$ cat config.mk
export PLATFORM = sky130hd
export DESIGN_NAME = srl_wr_master
export DESIGN_NICKNAME = d
export VERILOG_FILES = /design/src/rtl/srl_wr_pkg.sv /design/src/rtl/srl_wr_timer.sv /design/src/rtl/srl_wr_frame.sv /design/src/rtl/srl_wr_master.sv
export SDC_FILE = /design/constraint.sdc
export NUM_CORES = 1
export LEC_CHECK = 0
export BUFFER_PORTS_ARGS = -buffer_cell sky130_fd_sc_hd__buf_4
export CAP_MARGIN = 40
export CORE_AREA = 4 4 88 90
export CTS_CLUSTER_DIAMETER = 120
export DETAILED_ROUTE_END_ITERATION = 7
export DIE_AREA = 0 0 92 94
export PLACE_DENSITY = 0.65
export RECOVER_POWER = 50
export SKIP_LAST_GASP = 1
export SYNTH_ARGS = -nofsm -noshare
export SYNTH_HDL_FRONTEND = slang
export SYNTH_SLANG_ARGS = --single-unit
$ cat constraint.sdc
create_clock -name clk -period 3.25 [get_ports clk]
set_input_delay 0.4875 -clock clk [delete_from_list [all_inputs] [get_ports clk]]
set_output_delay 0.4875 -clock clk [all_outputs]
set_load 0.005 [all_outputs]
$ cat src/rtl/srl_wr_pkg.sv
package srl_wr_pkg;

  typedef enum logic [2:0] {
    ST_IDLE,
    ST_SETUP,
    ST_HIGH,
    ST_HOLD,
    ST_RELEASE,
    ST_GAP
  } wr_state_e;

endpackage

$ cat src/rtl/srl_wr_timer.sv
// Phase timer: a load of N (0 treated as 1) expires after exactly N cycles.
module srl_wr_timer #(
  parameter int CNT_W = 8
) (
  input  logic             clk,
  input  logic             rst,
  input  logic             load_i,
  input  logic [CNT_W-1:0] len_i,
  output logic             expired_o
);

  logic [CNT_W-1:0] cnt_q;

  always_ff @(posedge clk) begin
    if (rst) begin
      cnt_q <= '0;
    end else if (load_i) begin
      cnt_q <= (len_i == '0) ? '0 : len_i - 1'b1;
    end else if (cnt_q != '0) begin
      cnt_q <= cnt_q - 1'b1;
    end
  end

  assign expired_o = (cnt_q == '0);

  // a zero-length load behaves as a one-cycle phase
  p_zero_len_r10: assert property (@(posedge clk) disable iff (rst)
    (load_i && len_i == '0) |=> expired_o);

  // a longer load cannot expire in the next cycle
  p_long_len_r10: assert property (@(posedge clk) disable iff (rst)
    (load_i && len_i > 1) |=> !expired_o);

endmodule

$ cat src/rtl/srl_wr_frame.sv
// Frame shifter: builds {id, write flag, addr, data} and shifts it LSB first.
module srl_wr_frame #(
  parameter int DATA_W  = 8,
  parameter int ADDR_W  = 6,
  parameter int ID_W    = 3,
  parameter int CHIP_ID = 6
) (
  input  logic              clk,
  input  logic              rst,
  input  logic              load_i,
  input  logic              shift_i,
  input  logic              clear_i,
  input  logic [DATA_W-1:0] data_i,
  input  logic [ADDR_W-1:0] addr_i,
  output logic              bit_o
);

  localparam int FRAME_W = DATA_W + ADDR_W + 1 + ID_W;
  localparam logic [ID_W-1:0] ID_VAL = ID_W'(CHIP_ID);

  logic [FRAME_W-1:0] sreg_q;

  always_ff @(posedge clk) begin
    if (rst) begin
      sreg_q <= '0;
    end else if (load_i) begin
      sreg_q <= {ID_VAL, 1'b1, addr_i, data_i};
    end else if (shift_i) begin
      sreg_q <= {1'b0, sreg_q[FRAME_W-1:1]};
    end else if (clear_i) begin
      sreg_q <= '0;
    end
  end

  assign bit_o = sreg_q[0];

  // data LSB is on the line right after loading
  p_load_lsb_r3: assert property (@(posedge clk) disable iff (rst)
    load_i |=> (bit_o == $past(data_i[0])));

  // clearing leaves the line low
  p_clear_low_r1: assert property (@(posedge clk) disable iff (rst)
    (clear_i && !load_i) |=> !bit_o);

endmodule

$ cat src/rtl/srl_wr_master.sv
module srl_wr_master #(
  parameter int DATA_W  = 8,
  parameter int ADDR_W  = 6,
  parameter int ID_W    = 3,
  parameter int CHIP_ID = 6,
  parameter int CNT_W   = 8
) (
  input  logic              clk,
  input  logic              rst,
  input  logic              req_valid_i,
  output logic              req_ready_o,
  input  logic [DATA_W-1:0] req_data_i,
  input  logic [ADDR_W-1:0] req_addr_i,
  input  logic [CNT_W-1:0]  cfg_setup_i,
  input  logic [CNT_W-1:0]  cfg_high_i,
  input  logic [CNT_W-1:0]  cfg_hold_i,
  input  logic [CNT_W-1:0]  cfg_release_i,
  input  logic [CNT_W-1:0]  cfg_gap_i,
  output logic              done_o,
  output logic              strobe_o,
  output logic              sclk_o,
  output logic              sdata_o
);
  import srl_wr_pkg::*;

  localparam int FRAME_W = DATA_W + ADDR_W + 1 + ID_W;
  localparam int BIT_W   = $clog2(FRAME_W);
  localparam logic [BIT_W-1:0] LAST_BIT = BIT_W'(FRAME_W - 1);

  wr_state_e        state_q, state_d;
  logic [BIT_W-1:0] bit_q, bit_d;
  logic             tmr_load, tmr_exp;
  logic [CNT_W-1:0] tmr_len;
  logic             frm_load, frm_shift, frm_clear;
  logic             done_d;
  logic             strobe_q, sclk_q, ready_q, done_q;

  srl_wr_timer #(.CNT_W(CNT_W)) u_timer (
    .clk       (clk),
    .rst       (rst),
    .load_i    (tmr_load),
    .len_i     (tmr_len),
    .expired_o (tmr_exp)
  );

  srl_wr_frame #(
    .DATA_W  (DATA_W),
    .ADDR_W  (ADDR_W),
    .ID_W    (ID_W),
    .CHIP_ID (CHIP_ID)
  ) u_frame (
    .clk     (clk),
    .rst     (rst),
    .load_i  (frm_load),
    .shift_i (frm_shift),
    .clear_i (frm_clear),
    .data_i  (req_data_i),
    .addr_i  (req_addr_i),
    .bit_o   (sdata_o)
  );

  always_comb begin
    state_d   = state_q;
    bit_d     = bit_q;
    tmr_load  = 1'b0;
    tmr_len   = '0;
    frm_load  = 1'b0;
    frm_shift = 1'b0;
    frm_clear = 1'b0;
    done_d    = 1'b0;
    unique case (state_q)
      ST_IDLE: begin
        if (req_valid_i && ready_q) begin
          state_d  = ST_SETUP;
          bit_d    = '0;
          tmr_load = 1'b1;
          tmr_len  = cfg_setup_i;
          frm_load = 1'b1;
        end
      end
      ST_SETUP: begin
        if (tmr_exp) begin
          state_d  = ST_HIGH;
          tmr_load = 1'b1;
          tmr_len  = cfg_high_i;
        end
      end
      ST_HIGH: begin
        if (tmr_exp) begin
          state_d  = ST_HOLD;
          tmr_load = 1'b1;
          tmr_len  = cfg_hold_i;
        end
      end
      ST_HOLD: begin
        if (tmr_exp) begin
          tmr_load = 1'b1;
          if (bit_q == LAST_BIT) begin
            state_d = ST_RELEASE;
            tmr_len = cfg_release_i;
          end else begin
            state_d   = ST_SETUP;
            tmr_len   = cfg_setup_i;
            frm_shift = 1'b1;
            bit_d     = bit_q + 1'b1;
          end
        end
      end
      ST_RELEASE: begin
        if (tmr_exp) begin
          state_d   = ST_GAP;
          tmr_load  = 1'b1;
          tmr_len   = cfg_gap_i;
          frm_clear = 1'b1;
        end
      end
      ST_GAP: begin
        if (tmr_exp) begin
          state_d = ST_IDLE;
          done_d  = 1'b1;
        end
      end
      default: state_d = ST_IDLE;
    endcase
  end

  always_ff @(posedge clk) begin
    if (rst) begin
      state_q  <= ST_IDLE;
      bit_q    <= '0;
      strobe_q <= 1'b1;
      sclk_q   <= 1'b0;
      ready_q  <= 1'b1;
      done_q   <= 1'b0;
    end else begin
      state_q  <= state_d;
      bit_q    <= bit_d;
      strobe_q <= (state_d == ST_IDLE) || (state_d == ST_GAP);
      sclk_q   <= (state_d == ST_HIGH);
      ready_q  <= (state_d == ST_IDLE);
      done_q   <= done_d;
    end
  end

  assign req_ready_o = ready_q;
  assign done_o      = done_q;
  assign strobe_o    = strobe_q;
  assign sclk_o      = sclk_q;

  // the clock never pulses while the strobe is high
  p_clk_low_idle_r1: assert property (@(posedge clk) disable iff (rst)
    strobe_o |-> !sclk_o);

  // data line is low whenever the block is ready
  p_idle_data_r1: assert property (@(posedge clk) disable iff (rst)
    req_ready_o |-> !sdata_o);

  // acceptance drops ready
  p_busy_after_accept_r2: assert property (@(posedge clk) disable iff (rst)
    (req_valid_i && req_ready_o) |=> !req_ready_o);

  // done is a single-cycle pulse with ready up
  p_done_pulse_r2: assert property (@(posedge clk) disable iff (rst)
    done_o |=> !done_o);
  p_done_ready_r2: assert property (@(posedge clk) disable iff (rst)
    done_o |-> req_ready_o);

  // bit index stays inside the frame
  p_bit_range_r4: assert property (@(posedge clk) disable iff (rst)
    bit_q <= LAST_BIT);

  // data is stable across each rising clock edge
  p_setup_stable_r5: assert property (@(posedge clk) disable iff (rst)
    $rose(sclk_o) |-> $stable(sdata_o));

  // data is stable across each falling clock edge
  p_hold_stable_r7: assert property (@(posedge clk) disable iff (rst)
    $fell(sclk_o) |-> $stable(sdata_o));

  // the strobe rises only after the clock has been low
  p_release_low_r8: assert property (@(posedge clk) disable iff (rst)
    $rose(strobe_o) |-> (!sclk_o && !$past(sclk_o)));

endmodule

Word level (Yosys, flattened, before mapping)
Cells that the tools add are included.
Widths: inputs -> output; s select.
- flip-flop bits (word level): 38
- word-level logic and storage cells: 72
- output and inout port bits: 5
- input bits: 57
- equal/unequal tests: 11
- reductions and logical operators: 15
- add/sub/neg operators: 3
- multiplexer cells: 33
- bitwise operators: 1
- operators with widths (cell ; count):
    $mux 8 ; 9
    $mux 18 ; 3
    $pmux 8 s5 ; 1
    $mux 3 ; 7
    $pmux 3 s6 ; 1
    $logic_not 8->1 ; 2
    $sub 8x1->8 const B ; 2
    $mux 5 ; 3
    $pmux 5 s2 ; 1
    $eq 3x2->1 const B ; 3
    $eq 3x3->1 const B ; 3
    $reduce_bool 8->1 ; 1
    $mux 1 ; 7
    $logic_not 3->1 ; 2
    $ne 2x2->1 const B ; 3
    $reduce_bool 2->1 ; 3
    $add 5x1->5 const B ; 1
    $eq 5x5->1 const B ; 1
    $reduce_and 4->1 ; 1
    $reduce_or 2->1 ; 2
    $reduce_or 4->1 ; 1
    $eq 3x1->1 const B ; 1
    $reduce_bool 3->1 ; 1
    $pmux 1 s2 ; 1
    other kinds (3) ; 3

Depth between registers and ports, before layout
- depth in word-level cells: 7
- depth in mapped cells: 14
- gate-level depth less buffers: 12

By module
Synthesis repeated with hierarchy kept, for this count alone.
- cells, all modules: 269
- area total of the unflattened synthesis: 2469.9 um^2
- modules (own cells, without submodules) (module ; cells an instance ; area each (um^2) ; times used ; seq. area each (um^2)):
    srl_wr_master ; 103 ; 949.7 ; 1 ; 240.2
    srl_wr_frame ; 95 ; 904.6 ; 1 ; 360.3
    srl_wr_timer ; 71 ; 615.6 ; 1 ; 160.2

Worst setup path after synthesis
OpenSTA, ideal clock, no wires.
- path type: register -> register
- start point: register u_timer.cnt_q[0]
- end point: register u_timer.cnt_q[4]
- clock period less this slack: 2.839 ns
- slack: 0.411 ns
- data required time: 3.133 ns
- arrival: 2.722 ns
- stages on the path, launching flop included: 14
- path through: dfxtp_1 -> inv_1 -> ha_1 -> nor3b_1 -> and4_1 -> or2_0 -> clkbuf_1 -> clkbuf_1 -> a21oi_1 -> ha_1 -> inv_1 -> a211o_1 -> or3_4 -> a32o_1
- cells in the longest elaborated chain, start to end: 6
- RTL lines (what ; line ; source):
    start, declared ; srl_wr_timer.sv:12 ; logic [CNT_W-1:0] cnt_q;
    start signal, assigned ; srl_wr_timer.sv:18 ; cnt_q <= (len_i == '0) ? '0 : len_i - 1'b1;
    start signal, assigned ; srl_wr_timer.sv:20 ; cnt_q <= cnt_q - 1'b1;
    $logic_not 8->1 ; srl_wr_timer.sv:24 ; assign expired_o = (cnt_q == '0);
    $mux 8, on equally long branches ; -- ;
    $pmux 8 s5 ; srl_wr_master.sv:71 ; unique case (state_q)
    $sub 8x1->8 or $logic_not 8->1 (tied branches) ; srl_wr_timer.sv:18 ;
    $mux 8 ; srl_wr_timer.sv:18 ;
    $mux 8 ; srl_wr_timer.sv:17 ; end else if (load_i) begin
Several ways; a longest one is shown, not always the timed one. The select of a mux whose other input is x is not followed.
A chain may end at the register's enable or synchronous reset.

Final worst setup path
- start point: register state_q[2]
- end point: register u_timer.cnt_q[4]
- cells in the longest elaborated chain, start to end: 5
- RTL lines (what ; line ; source):
    start, declared ; srl_wr_master.sv:30 ; wr_state_e state_q, state_d;
    start signal, assigned ; srl_wr_master.sv:136 ; state_q <= state_d;
    $eq 3x3->1, or another cell as far along ; srl_wr_master.sv:71 ;
    $pmux 8 s5 ; srl_wr_master.sv:71 ;
    $sub 8x1->8 or $logic_not 8->1 (tied branches) ; srl_wr_timer.sv:18 ;
    $mux 8 ; srl_wr_timer.sv:18 ;
    $mux 8 ; srl_wr_timer.sv:17 ;
Several ways; a longest one is shown, not always the timed one.

==> qor.yml <==
placed_cells: 448
seq_area_um2: 761
syn_to_final_growth_pct: 30.1
core_um2: 7060
setup_viol_count_final: 0
start_kind: "flip-flop"
crit_path_max_incr_delay_ns: 0.56
whs_ns: 0.479
fin_util: 0.437
crit_chain: "and3b_1 > and4_1 > or2_0 > clkbuf_1 > a2111o_1 > or3_4 > a32o_1"
ys_ff_latch: 38
drt-initial-drc-count: 160
port_buffers: 61
finalClockSkew_ns: 0.00921
synth_largest_area_cell: "dfxtp_1"
cp.required_ns: 3.44
fp-row-count: 31
die_w_um: 92
ys_seq_area_frac: 0.321
drc: 0
grt_usage: 0.154
pwr-share-seq: 0.308
drive_above_1_share: 0.232
synthSimpleGateAreaFrac: 0.273
cap_violations: 0
cts_tree: "built"
htree_levels: 2
hold_buffers: 0
yosysTopAreaCellShare: 0.321
final_cell_area_um2: 3080
cpMaxStageDelayCell: "dfxtp_1"
yosysWarningCount: 0
via_per_inst: 5.45
synth_compound_area_frac: 0.266
synthFlopType: "dfxtp_1"
ctsLongestPathBuffers: 2
fmax_ghz: 0.345
timing.setup.tns_ns: 0
cts_buffers: 5
drtAntennaViolNets: 0
num_vias: 2483
synth_cells: 299
critPathArrivalTime_ns: 3.08
async_reset_ff_frac: 0
post-route-min-period_ns: 2.90
dieArea_um2: 8650
netlist_area_um2: 2370
synthMuxAreaShare: 0.0127
crit_fanout: 15
final_hold_viol_count: 0
synth_fp_nets: 362
critPathKind: "flip-flop to flip-flop"
grt_pass1_wl_um: 10800
clock_latency_ns: 0.29
maxSlewHeadroom: 0.498
power_frac_clock: 0.227
synth_xor_xnor_area_share: 0.0443
synth.distinct_cells: 52
synth_top_family_by_area: "simple AND/OR/NAND/NOR gates"
power_density_nw_per_um2: 686
clkSinkCount: 38
crit_path_end_kind: "flip-flop"
synth-edff-count: 0
postCtsSetupBuffers: 0
root_buffer: "clkbuf_8"
switching_power_mw: 0.796
synthAdderAreaFrac: 0.0317
synth_common_cells: "nor2_1 (40), dfxtp_1 (38), nor3_1 (23)"
final_cells: 456
diodes: 0
antenna_found_initial: 0
grt_setup_unrepaired: "no"
grt-ovfl-total: 0
start_util: 0.336
die-height_um: 94
hpwl_um: 5070
dpl_cell_area_um2: 2960
nets: 419
grt_max_degree: 36
leakage_nw: 1.26
first_global_vias: 2284
hold_path.class: "input port to flip-flop"
syn_area_per_cell_um2: 7.93
ir_drop_uv: 302
ios: 62
drtPass1Iterations: 4
multi_input_area_um2: 1500
fill_cells: 751
switching_share: 0.376
wire_per_inst_um: 14.8
max_slew.worst_pin.slew_ns: 0.752
status: "completed"
combinationalPowerShare: 0.465
period_share: 0.891
synth_most_common_cell: "nor2_1"
cts_resized: 0
finalMaxSlewViolations: 0
routed_wirelength_um: 6750
synthTopCellsByArea: "dfxtp_1 (32%), a221oi_1 (6.6%), nor2_1 (6.3%), nor3_1 (4.9%), a21oi_1 (4.6%)"
clkTransAtPathRegs_ns: 0.08
power.internal_mw: 1.32
place.gp.congestion: 0.846
-- cells in the final DEF, fill, tap and decap left out, drive strengths merged, types with 8 or more instances in the layout --
| cell | Yosys | layout |
|---|---|---|
| a21o | 9 | 9 |
| a21oi | 22 | 22 |
| a221oi | 18 | 18 |
| buf | 3 | 67 |
| clkbuf | 21 | 12 |
| dfxtp | 38 | 38 |
| nand2 | 15 | 15 |
| nand3b | 9 | 9 |
| nor2 | 40 | 40 |
| nor3 | 23 | 23 |
| xor2 | 8 | 8 |
-- area by class of cell --
cell class              instances  share of cell area
multi-input cells             231               0.485
clock buffers                   5              0.0223
well taps                      99              0.0402
flip-flops and latches         38               0.247
repair buffers                 74               0.176
inverters                       6             0.00730
clock inverters                 3              0.0223
-- cell families (layout without fill, tap and decap cells) --
family	count (synthesis)	after routing
compound gates	88	88
xor+xnor	12	12
fa+ha+maj	6	6
buf+inv	30	88
flops	38	38
mux	3	3
simple gates	122	122
-- critical path, delay by kind of cell (launching register included) --
kind | cells | cell delay, ns
AOI/OAI and AO/OA | 2 | 0.79
DFF | 1 | 0.56
buffers and inverters | 1 | 0.26
and+or+nand+nor | 4 | 1.18
-- worst paths after layout --
check / slack [ns] / cells past startpoint / start / to
setup reg to reg: 0.35 / 7 / state_q[2] / u_timer.cnt_q[4]
setup / recovery: 0.35 / 7 / state_q[2] / u_timer.cnt_q[4]
hold reg to reg: 0.49 / 2 / u_frame.sreg_q[17] / u_frame.sreg_q[17]
hold / removal: 0.48 / 3 / req_data_i[2] / u_frame.sreg_q[2]
-- layer usage --
layer / routed length [µm] / global-route usage / part of all wire
met1: 3020 / 0.192 / 0.45
met2: 3080 / 0.257 / 0.46
met3: 512 / 0.0377 / 0.076
met4: 134 / 0.0606 / 0.020
met5: 0 / 0 / 0
-- flip-flops by register name (all words and copies together), names as in the netlist --
register	cells
u_frame.sreg_q	18
bit_q	5
u_timer.cnt_q	8
state_q	3
done_o	1
strobe_o	1
sclk_o	1
req_ready_o	1
-- stage by stage --
stage               total power [mW]  setup WS, ns
floorplan                       1.35         0.411
finish                          2.11         0.355
detailed placement              1.65         0.466
global route                    2.27         0.143
CTS                             2.14         0.449
global placement                1.64         0.502
-- power by group through the flow --
stage	clock network [mW]	logic [mW]	registers, mW
after global placement	0	0.985	0.658
after global routing	0.509	1.10	0.665
after detailed placement	0	0.990	0.660
final	0.479	0.984	0.651
after CTS	0.492	0.996	0.650
after floorplan	0	0.711	0.635
Power figures use the tool's default switching activity.
